--- config.mk ---
export PLATFORM = sky130hd
export DESIGN_NAME = fill_engine
export DESIGN_NICKNAME = d
export VERILOG_FILES = /design/src/rtl/fill_pkg.sv /design/src/rtl/fill_regs.sv /design/src/rtl/fill_packer.sv /design/src/rtl/fill_seq.sv /design/src/rtl/fill_engine.sv
export SDC_FILE = /design/constraint.sdc
export NUM_CORES = 1
export LEC_CHECK = 0
export BUFFER_PORTS_ARGS = -buffer_cell sky130_fd_sc_hd__buf_4
export CAP_MARGIN = 20
export CORE_MARGIN = 4
export CORE_UTILIZATION = 40
export CTS_CLUSTER_SIZE = 12
export DETAILED_ROUTE_END_ITERATION = 7
export PLACE_DENSITY_LB_ADDON = 0.08
export RECOVER_POWER = 50
export SYNTH_ARGS = -nofsm -noshare
export SYNTH_HDL_FRONTEND = slang
export SYNTH_SLANG_ARGS = --single-unit
--- constraint.sdc ---
create_clock -name clk -period 5.3 [get_ports clk]
set_clock_uncertainty 0.05 [all_clocks]
set_input_delay 1.06 -clock clk [delete_from_list [all_inputs] [get_ports clk]]
set_output_delay 1.06 -clock clk [all_outputs]
set_load 0.05 [all_outputs]
--- src/rtl/fill_pkg.sv ---
package fill_pkg;

    typedef enum logic [1:0] {
        UNIT16 = 2'd0,
        UNIT24 = 2'd1,
        UNIT32 = 2'd2
    } unit_e;

    localparam logic [1:0] REG_BASE  = 2'd0;
    localparam logic [1:0] REG_LIMIT = 2'd1;
    localparam logic [1:0] REG_VALUE = 2'd2;
    localparam logic [1:0] REG_CTRL  = 2'd3;

    localparam int CTRL_GO  = 0;
    localparam int CTRL_FIN = 1;
    localparam int CTRL_U24 = 8;
    localparam int CTRL_U32 = 9;

endpackage

--- src/rtl/fill_regs.sv ---
module fill_regs
    import fill_pkg::*;
#(
    parameter int ADDR_W = 32
) (
    input  logic              clk,
    input  logic              rst_n,
    input  logic              we_i,
    input  logic [1:0]        waddr_i,
    input  logic [31:0]       wdata_i,
    input  logic [1:0]        raddr_i,
    output logic [31:0]       rdata_o,
    input  logic              busy_i,
    input  logic              finished_i,
    output logic              go_o,
    output logic [ADDR_W-1:0] base_o,
    output logic [ADDR_W-1:0] limit_o,
    output logic [31:0]       pattern_o,
    output unit_e             unit_o
);

    typedef struct packed {
        logic [ADDR_W-1:0] base;
        logic [ADDR_W-1:0] limit;
        logic [31:0]       pattern;
        logic              u24;
        logic              u32;
    } regs_t;

    regs_t r_d, r_q;
    logic  accept;

    always_comb begin
        r_d    = r_q;
        go_o   = 1'b0;
        accept = we_i && !busy_i;
        if (accept) begin
            case (waddr_i)
                REG_BASE:  r_d.base    = wdata_i[ADDR_W-1:0];
                REG_LIMIT: r_d.limit   = wdata_i[ADDR_W-1:0];
                REG_VALUE: r_d.pattern = wdata_i;
                default: begin
                    r_d.u24 = wdata_i[CTRL_U24];
                    r_d.u32 = wdata_i[CTRL_U32];
                    go_o    = wdata_i[CTRL_GO];
                end
            endcase
        end
    end

    always_ff @(posedge clk or negedge rst_n) begin
        if (!rst_n) begin
            r_q <= '0;
        end else begin
            r_q <= r_d;
        end
    end

    always_comb begin
        rdata_o = '0;
        case (raddr_i)
            REG_BASE:  rdata_o = 32'(r_q.base);
            REG_LIMIT: rdata_o = 32'(r_q.limit);
            REG_VALUE: rdata_o = r_q.pattern;
            default: begin
                rdata_o[CTRL_GO]  = busy_i;
                rdata_o[CTRL_FIN] = finished_i;
                rdata_o[CTRL_U24] = r_q.u24;
                rdata_o[CTRL_U32] = r_q.u32;
            end
        endcase
    end

    always_comb begin
        if (r_q.u32) begin
            unit_o = UNIT32;
        end else if (r_q.u24) begin
            unit_o = UNIT24;
        end else begin
            unit_o = UNIT16;
        end
    end

    assign base_o    = r_q.base;
    assign limit_o   = r_q.limit;
    assign pattern_o = r_q.pattern;

    // configuration is frozen for the whole run
    a_r9_frozen_while_busy: assert property (@(posedge clk) disable iff (!rst_n)
        busy_i |=> ($stable(r_q.base) && $stable(r_q.limit) &&
                    $stable(r_q.pattern) && $stable(r_q.u24) && $stable(r_q.u32)));

endmodule

--- src/rtl/fill_packer.sv ---
module fill_packer
    import fill_pkg::*;
#(
    parameter int BUS_W = 64
) (
    input  logic [31:0]      pattern_i,
    input  unit_e            unit_i,
    input  logic [1:0]       phase_i,
    output logic [BUS_W-1:0] word_o
);

    localparam int LANES = BUS_W / 8;

    for (genvar k = 0; k < LANES; k++) begin : g_lane
        logic [3:0] sum24;
        logic [1:0] sel;

        always_comb begin
            sum24 = {2'b00, phase_i} + 4'(k % 3);
            case (unit_i)
                UNIT32:  sel = 2'(k % 4);
                UNIT24:  sel = 2'(sum24 % 4'd3);
                default: sel = 2'(k % 2);
            endcase
        end

        assign word_o[8*k +: 8] = pattern_i[8*sel +: 8];
    end

endmodule

--- src/rtl/fill_seq.sv ---
module fill_seq #(
    parameter int ADDR_W = 32,
    parameter int BUS_W  = 64
) (
    input  logic              clk,
    input  logic              rst_n,
    input  logic              go_i,
    input  logic [ADDR_W-1:0] base_i,
    input  logic [ADDR_W-1:0] limit_i,
    input  logic              wr_ready_i,
    output logic              wr_valid_o,
    output logic [ADDR_W-1:0] cur_o,
    output logic [1:0]        phase_o,
    output logic              busy_o,
    output logic              finished_o,
    output logic              done_o
);

    localparam int LANES = BUS_W / 8;
    localparam int PSTEP = LANES % 3;

    typedef struct packed {
        logic              busy;
        logic              finished;
        logic              done;
        logic [ADDR_W-1:0] cur;
        logic [1:0]        phase;
    } seq_t;

    seq_t       s_d, s_q;
    logic       in_range;
    logic [2:0] psum;

    always_comb begin
        s_d      = s_q;
        s_d.done = 1'b0;
        in_range = s_q.cur < limit_i;
        psum     = {1'b0, s_q.phase} + 3'(PSTEP);
        if (!s_q.busy) begin
            if (go_i) begin
                s_d.busy     = 1'b1;
                s_d.finished = 1'b0;
                s_d.cur      = base_i;
                s_d.phase    = 2'd0;
            end
        end else if (!in_range) begin
            s_d.busy     = 1'b0;
            s_d.finished = 1'b1;
            s_d.done     = 1'b1;
        end else if (wr_ready_i) begin
            s_d.cur   = s_q.cur + 1'b1;
            s_d.phase = (psum >= 3'd3) ? 2'(psum - 3'd3) : psum[1:0];
        end
    end

    always_ff @(posedge clk or negedge rst_n) begin
        if (!rst_n) begin
            s_q <= '0;
        end else begin
            s_q <= s_d;
        end
    end

    assign wr_valid_o = s_q.busy && in_range;
    assign cur_o      = s_q.cur;
    assign phase_o    = s_q.phase;
    assign busy_o     = s_q.busy;
    assign finished_o = s_q.finished;
    assign done_o     = s_q.done;

    // the 24-bit phase stays inside its three legal values
    a_r7_phase_legal: assert property (@(posedge clk) disable iff (!rst_n)
        s_q.phase != 2'd3);

    // completion state accompanies the pulse
    a_r11_done_state: assert property (@(posedge clk) disable iff (!rst_n)
        s_q.done |-> (!s_q.busy && s_q.finished));

    // a started fill is busy on the next cycle
    a_r4_go_sets_busy: assert property (@(posedge clk) disable iff (!rst_n)
        (go_i && !s_q.busy) |=> s_q.busy);

endmodule

--- src/rtl/fill_engine.sv ---
module fill_engine
    import fill_pkg::*;
#(
    parameter int ADDR_W = 32,
    parameter int BUS_W  = 64
) (
    input  logic                          clk,
    input  logic                          rst_n,
    input  logic                          cfg_we,
    input  logic [1:0]                    cfg_addr,
    input  logic [31:0]                   cfg_wdata,
    input  logic [1:0]                    cfg_raddr,
    output logic [31:0]                   cfg_rdata,
    output logic                          wr_valid,
    input  logic                          wr_ready,
    output logic [ADDR_W+$clog2(BUS_W/8)-1:0] wr_addr,
    output logic [BUS_W-1:0]              wr_data,
    output logic                          fill_done
);

    localparam int OFS_W = $clog2(BUS_W / 8);

    logic              go;
    logic [ADDR_W-1:0] base;
    logic [ADDR_W-1:0] limit;
    logic [31:0]       pattern;
    unit_e             unit;
    logic [ADDR_W-1:0] cur;
    logic [1:0]        phase;
    logic              busy;
    logic              finished;

    fill_regs #(
        .ADDR_W(ADDR_W)
    ) u_regs (
        .clk       (clk),
        .rst_n     (rst_n),
        .we_i      (cfg_we),
        .waddr_i   (cfg_addr),
        .wdata_i   (cfg_wdata),
        .raddr_i   (cfg_raddr),
        .rdata_o   (cfg_rdata),
        .busy_i    (busy),
        .finished_i(finished),
        .go_o      (go),
        .base_o    (base),
        .limit_o   (limit),
        .pattern_o (pattern),
        .unit_o    (unit)
    );

    fill_seq #(
        .ADDR_W(ADDR_W),
        .BUS_W (BUS_W)
    ) u_seq (
        .clk       (clk),
        .rst_n     (rst_n),
        .go_i      (go),
        .base_i    (base),
        .limit_i   (limit),
        .wr_ready_i(wr_ready),
        .wr_valid_o(wr_valid),
        .cur_o     (cur),
        .phase_o   (phase),
        .busy_o    (busy),
        .finished_o(finished),
        .done_o    (fill_done)
    );

    fill_packer #(
        .BUS_W(BUS_W)
    ) u_pack (
        .pattern_i(pattern),
        .unit_i   (unit),
        .phase_i  (phase),
        .word_o   (wr_data)
    );

    assign wr_addr = {cur, {OFS_W{1'b0}}};

    // a stalled request holds still
    a_r10_hold_on_stall: assert property (@(posedge clk) disable iff (!rst_n)
        (wr_valid && !wr_ready) |=> (wr_valid && $stable(wr_addr) && $stable(wr_data)));

    // an accepted word is followed by the next word address or no request
    a_r2_addr_step: assert property (@(posedge clk) disable iff (!rst_n)
        (wr_valid && wr_ready) |=> (!wr_valid || (wr_addr == $past(wr_addr) + (1 << OFS_W))));

    // requests stay inside the half-open range
    a_r3_in_range: assert property (@(posedge clk) disable iff (!rst_n)
        wr_valid |-> ((wr_addr[ADDR_W+OFS_W-1:OFS_W] >= base) &&
                      (wr_addr[ADDR_W+OFS_W-1:OFS_W] < limit)));

    // the completion pulse lasts one cycle
    a_r11_single_pulse: assert property (@(posedge clk) disable iff (!rst_n)
        fill_done |=> !fill_done);

endmodule

==> metrics.csv <==
metric,value,unit
Period minus WS final,4.21,ns
Leak,0.00495,uW
Final HPWL DP,23.2,mm
DRC,0,
initial antenna violation count,2,
CP dominant cell by count,inv_1,
Max Fclk,237,MHz
sinks on the clock net,135,
Core Box Area,22600,um2
WHS Path Cells,1,
Die H,159,um
fraction of layout cells with a size suffix above 1,0.257,
R2R Path Start,u_seq.cur_o[6]$_DFFE_PN0P_,
Max Cap Violations,4,
vias per cell,5.97,
GR Overflow Total,0,
routability congestion estimate from global placement,0.849,
type of the tightest min-delay check,flop to flop,
ys flop type,dfrtp_1,
largest net degree at the start of global routing,107,
maximum VDD drop,0.000375,V
max_slew headroom,-0.432,
Worst setup EP type,output pin,
placed insts,1368,
Syn-to-layout area delta,20.8,%
Clock transition at path regs,0.06,ns
Yosys top cell area share,0.370,
synth unique cells,62,
Final period util,0.795,
Clock Tree Buf Depth,2,
final setup fails,0,
largest cells by area after synthesis,"dfrtp_1 37%, mux2_2 8.4%, mux4_2 7.1%, nand2_1 6.9%, ha_1 4.9%",
CP max stage cell,a21oi_1,
total track usage,0.255,
critical path cell sequence,inv_1 > ha_1 > inv_1 > a21oi_1 > mux4_2 > buf_4,
Synth Cell Area,9140,um2
# resized after CTS,0,
drt wl/cell,23.1,um
failing checks,"capacitance limit, slew limit",
kind of start point of the critical path,flop,
WL final,32.4,mm
"area leader, netlist",dfrtp_1,
placed instance area,10600,um2
WHS Endpoint,u_seq.finished_o$_DFFE_PN0P_,
Slew Limit Fails,134,
Mapped Cells,972,
die area,25300,um2
Post-CTS Repair Setup Buffers,0,
met2 WL,15.0,mm
Place WS,1.50,ns
Syn Area/Cell,9.40,um2
Final Non-Filler Cells,1401,
NumNets Final,1180,
Final Hold Vio Count,0,
status,finished with violations,
Slew @ Worst Pin,2.14,ns
fin worst setup slack,1.09,ns
FF-to-FF End,u_seq.cur_o[14]$_DFFE_PN0P_,
Routed Antenna Nets,0,
Clock Latency Late Sink,0.43,ns
DIE WIDTH,159,um
Final Cell Area,11000,um2
fraction of registers with async set/reset,1.00,
Reg2Reg Setup Slack,1.91,ns
H-tree levels,4,
Yosys reg bits,135,
drt first pass iters,5,
Power Density,769,nW/um2
post-synthesis sequential area ratio,0.370,
top layer in use,met5,
Synth top cells by count,"168 x nand2_1, 135 x dfrtp_1, 68 x mux2_2, 68 x o21ai_0, 57 x clkbuf_1",
Yosys Warn Count,0,
Num CTS Buffers,17,
CP Data Required Time,4.19,ns
crit-path max cell delay,0.77,ns
initial drt markers,564,
RSZ-0062 raised after global routing,no,
Hold Crit Start,u_seq.finished_o$_DFFE_PN0P_,
crit path kind,flop to output pin,
CTS hold repair buffers,0,
initial core utilization,0.405,
FF-to-FF path depth,8,
DR vias,8370,
Post-synth EDFFs,0,
row count,55,
Final Core Density,0.489,
Ports,173,
ANT cells,0,
WL met3,1.96,mm
CTS tree,done,
CP Max Fanout,8,
Fin Setup TNS,0,ns
fill count,2214,
most frequent cell after synthesis,nand2_1,
vias in the first global route,8281,
Worst Path Arrival,3.10,ns
wire length on met1,14.6,mm
first-pass GRT wire length,50.5,mm
Port Buffers,169,
clk root buf,clkbuf_16,
## sequential cells by signal (all words and copies together), names as in the netlist
name              flops
u_seq.busy_o          1
u_seq.done_o          1
u_seq.cur_o          32
u_regs.pattern_o     32
u_seq.finished_o      1
u_seq.phase_o         2
u_regs.limit_o       32
u_regs.r_q            2
u_regs.base_o        32
## power breakdown
part / switching [uW] / internal, uW
Sequential: 754 / 1420
Combinational: 3440 / 1680
Clock: 494 / 697
## metal layers
metal / vias to the layer above / global-route usage
met1: 4164 / 0.353
met3: 49 / 0.0474
met2: 313 / 0.405
met5: - / 0
li1: 3842 / -
met4: 2 / 0.0828
## area by class of cell
cell class | instances | area, um2 | share of cell area
clock buffers | 18 | 429 | 0.0389
clock inverters | 13 | 148 | 0.0134
inverters | 43 | 161 | 0.0146
multi-input cells | 723 | 5310 | 0.481
flip-flops and latches | 135 | 3380 | 0.306
well taps | 285 | 357 | 0.0323
repair buffers | 184 | 1250 | 0.113
## cells in the final DEF, fill, tap and decap left out, types with 7 or more instances in the layout
cell | netlist | final
nand2_1 | 168 | 167
buf_4 | 6 | 147
dfrtp_1 | 135 | 135
o21ai_0 | 68 | 68
mux2_2 | 68 | 68
mux2i_1 | 44 | 44
inv_1 | 42 | 42
a21oi_1 | 42 | 42
ha_1 | 36 | 36
clkbuf_1 | 57 | 36
and3_1 | 35 | 35
mux4_2 | 29 | 29
nor2_1 | 28 | 28
a31oi_1 | 27 | 27
a211oi_1 | 20 | 20
nand3_1 | 20 | 20
clkbuf_16 | 0 | 17
nand4_1 | 14 | 14
nor3_1 | 12 | 12
o211a_1 | 8 | 8
o31ai_1 | 7 | 7
## critical path: cells and delay by family (launching register included)
family / cells / cell delay, ns
AO/OA/AOI/OAI: 1 / 0.77
flip-flops: 1 / 0.37
adder cells (fa/ha/maj): 1 / 0.44
buffers and inverters: 3 / 0.50
multiplexers: 1 / 0.61
## stage by stage
| stage | power, uW | hold WS [ns] |
|---|---|---|
| after floorplan | 5670 | 0.394 |
| after global placement | 7360 | 0.423 |
| after detailed placement | 7400 | 0.433 |
| after CTS | 8600 | 0.447 |
| after global routing | 8960 | 0.484 |
| final | 8490 | 0.444 |
## worst max-delay path by stage
stage,end,cells past startpoint,start
3_5_place_dp,cfg_rdata[25],6,cfg_raddr[1]
2_1_floorplan,cfg_rdata[22],5,cfg_raddr[0]
4_1_cts,wr_valid,7,u_seq.cur_o[6]$_DFFE_PN0P_
5_1_grt,u_seq.cur_o[21]$_DFFE_PN0P_,3,rst_n
6_report,wr_data[23],6,u_seq.phase_o[0]$_DFFE_PN0P_
3_3_place_gp,wr_data[23],6,u_seq.phase_o[0]$_DFFE_PN0P_
## cell families after synthesis
group,Yosys count,synth area share
compound gates,234,0.170
buf+inv,116,0.0503
flops,135,0.370
fa+ha+maj,36,0.0493
mux,141,0.204
simple gates,309,0.157
other cells,1,0.000410
No activity file was read; power rests on OpenSTA's default activity.
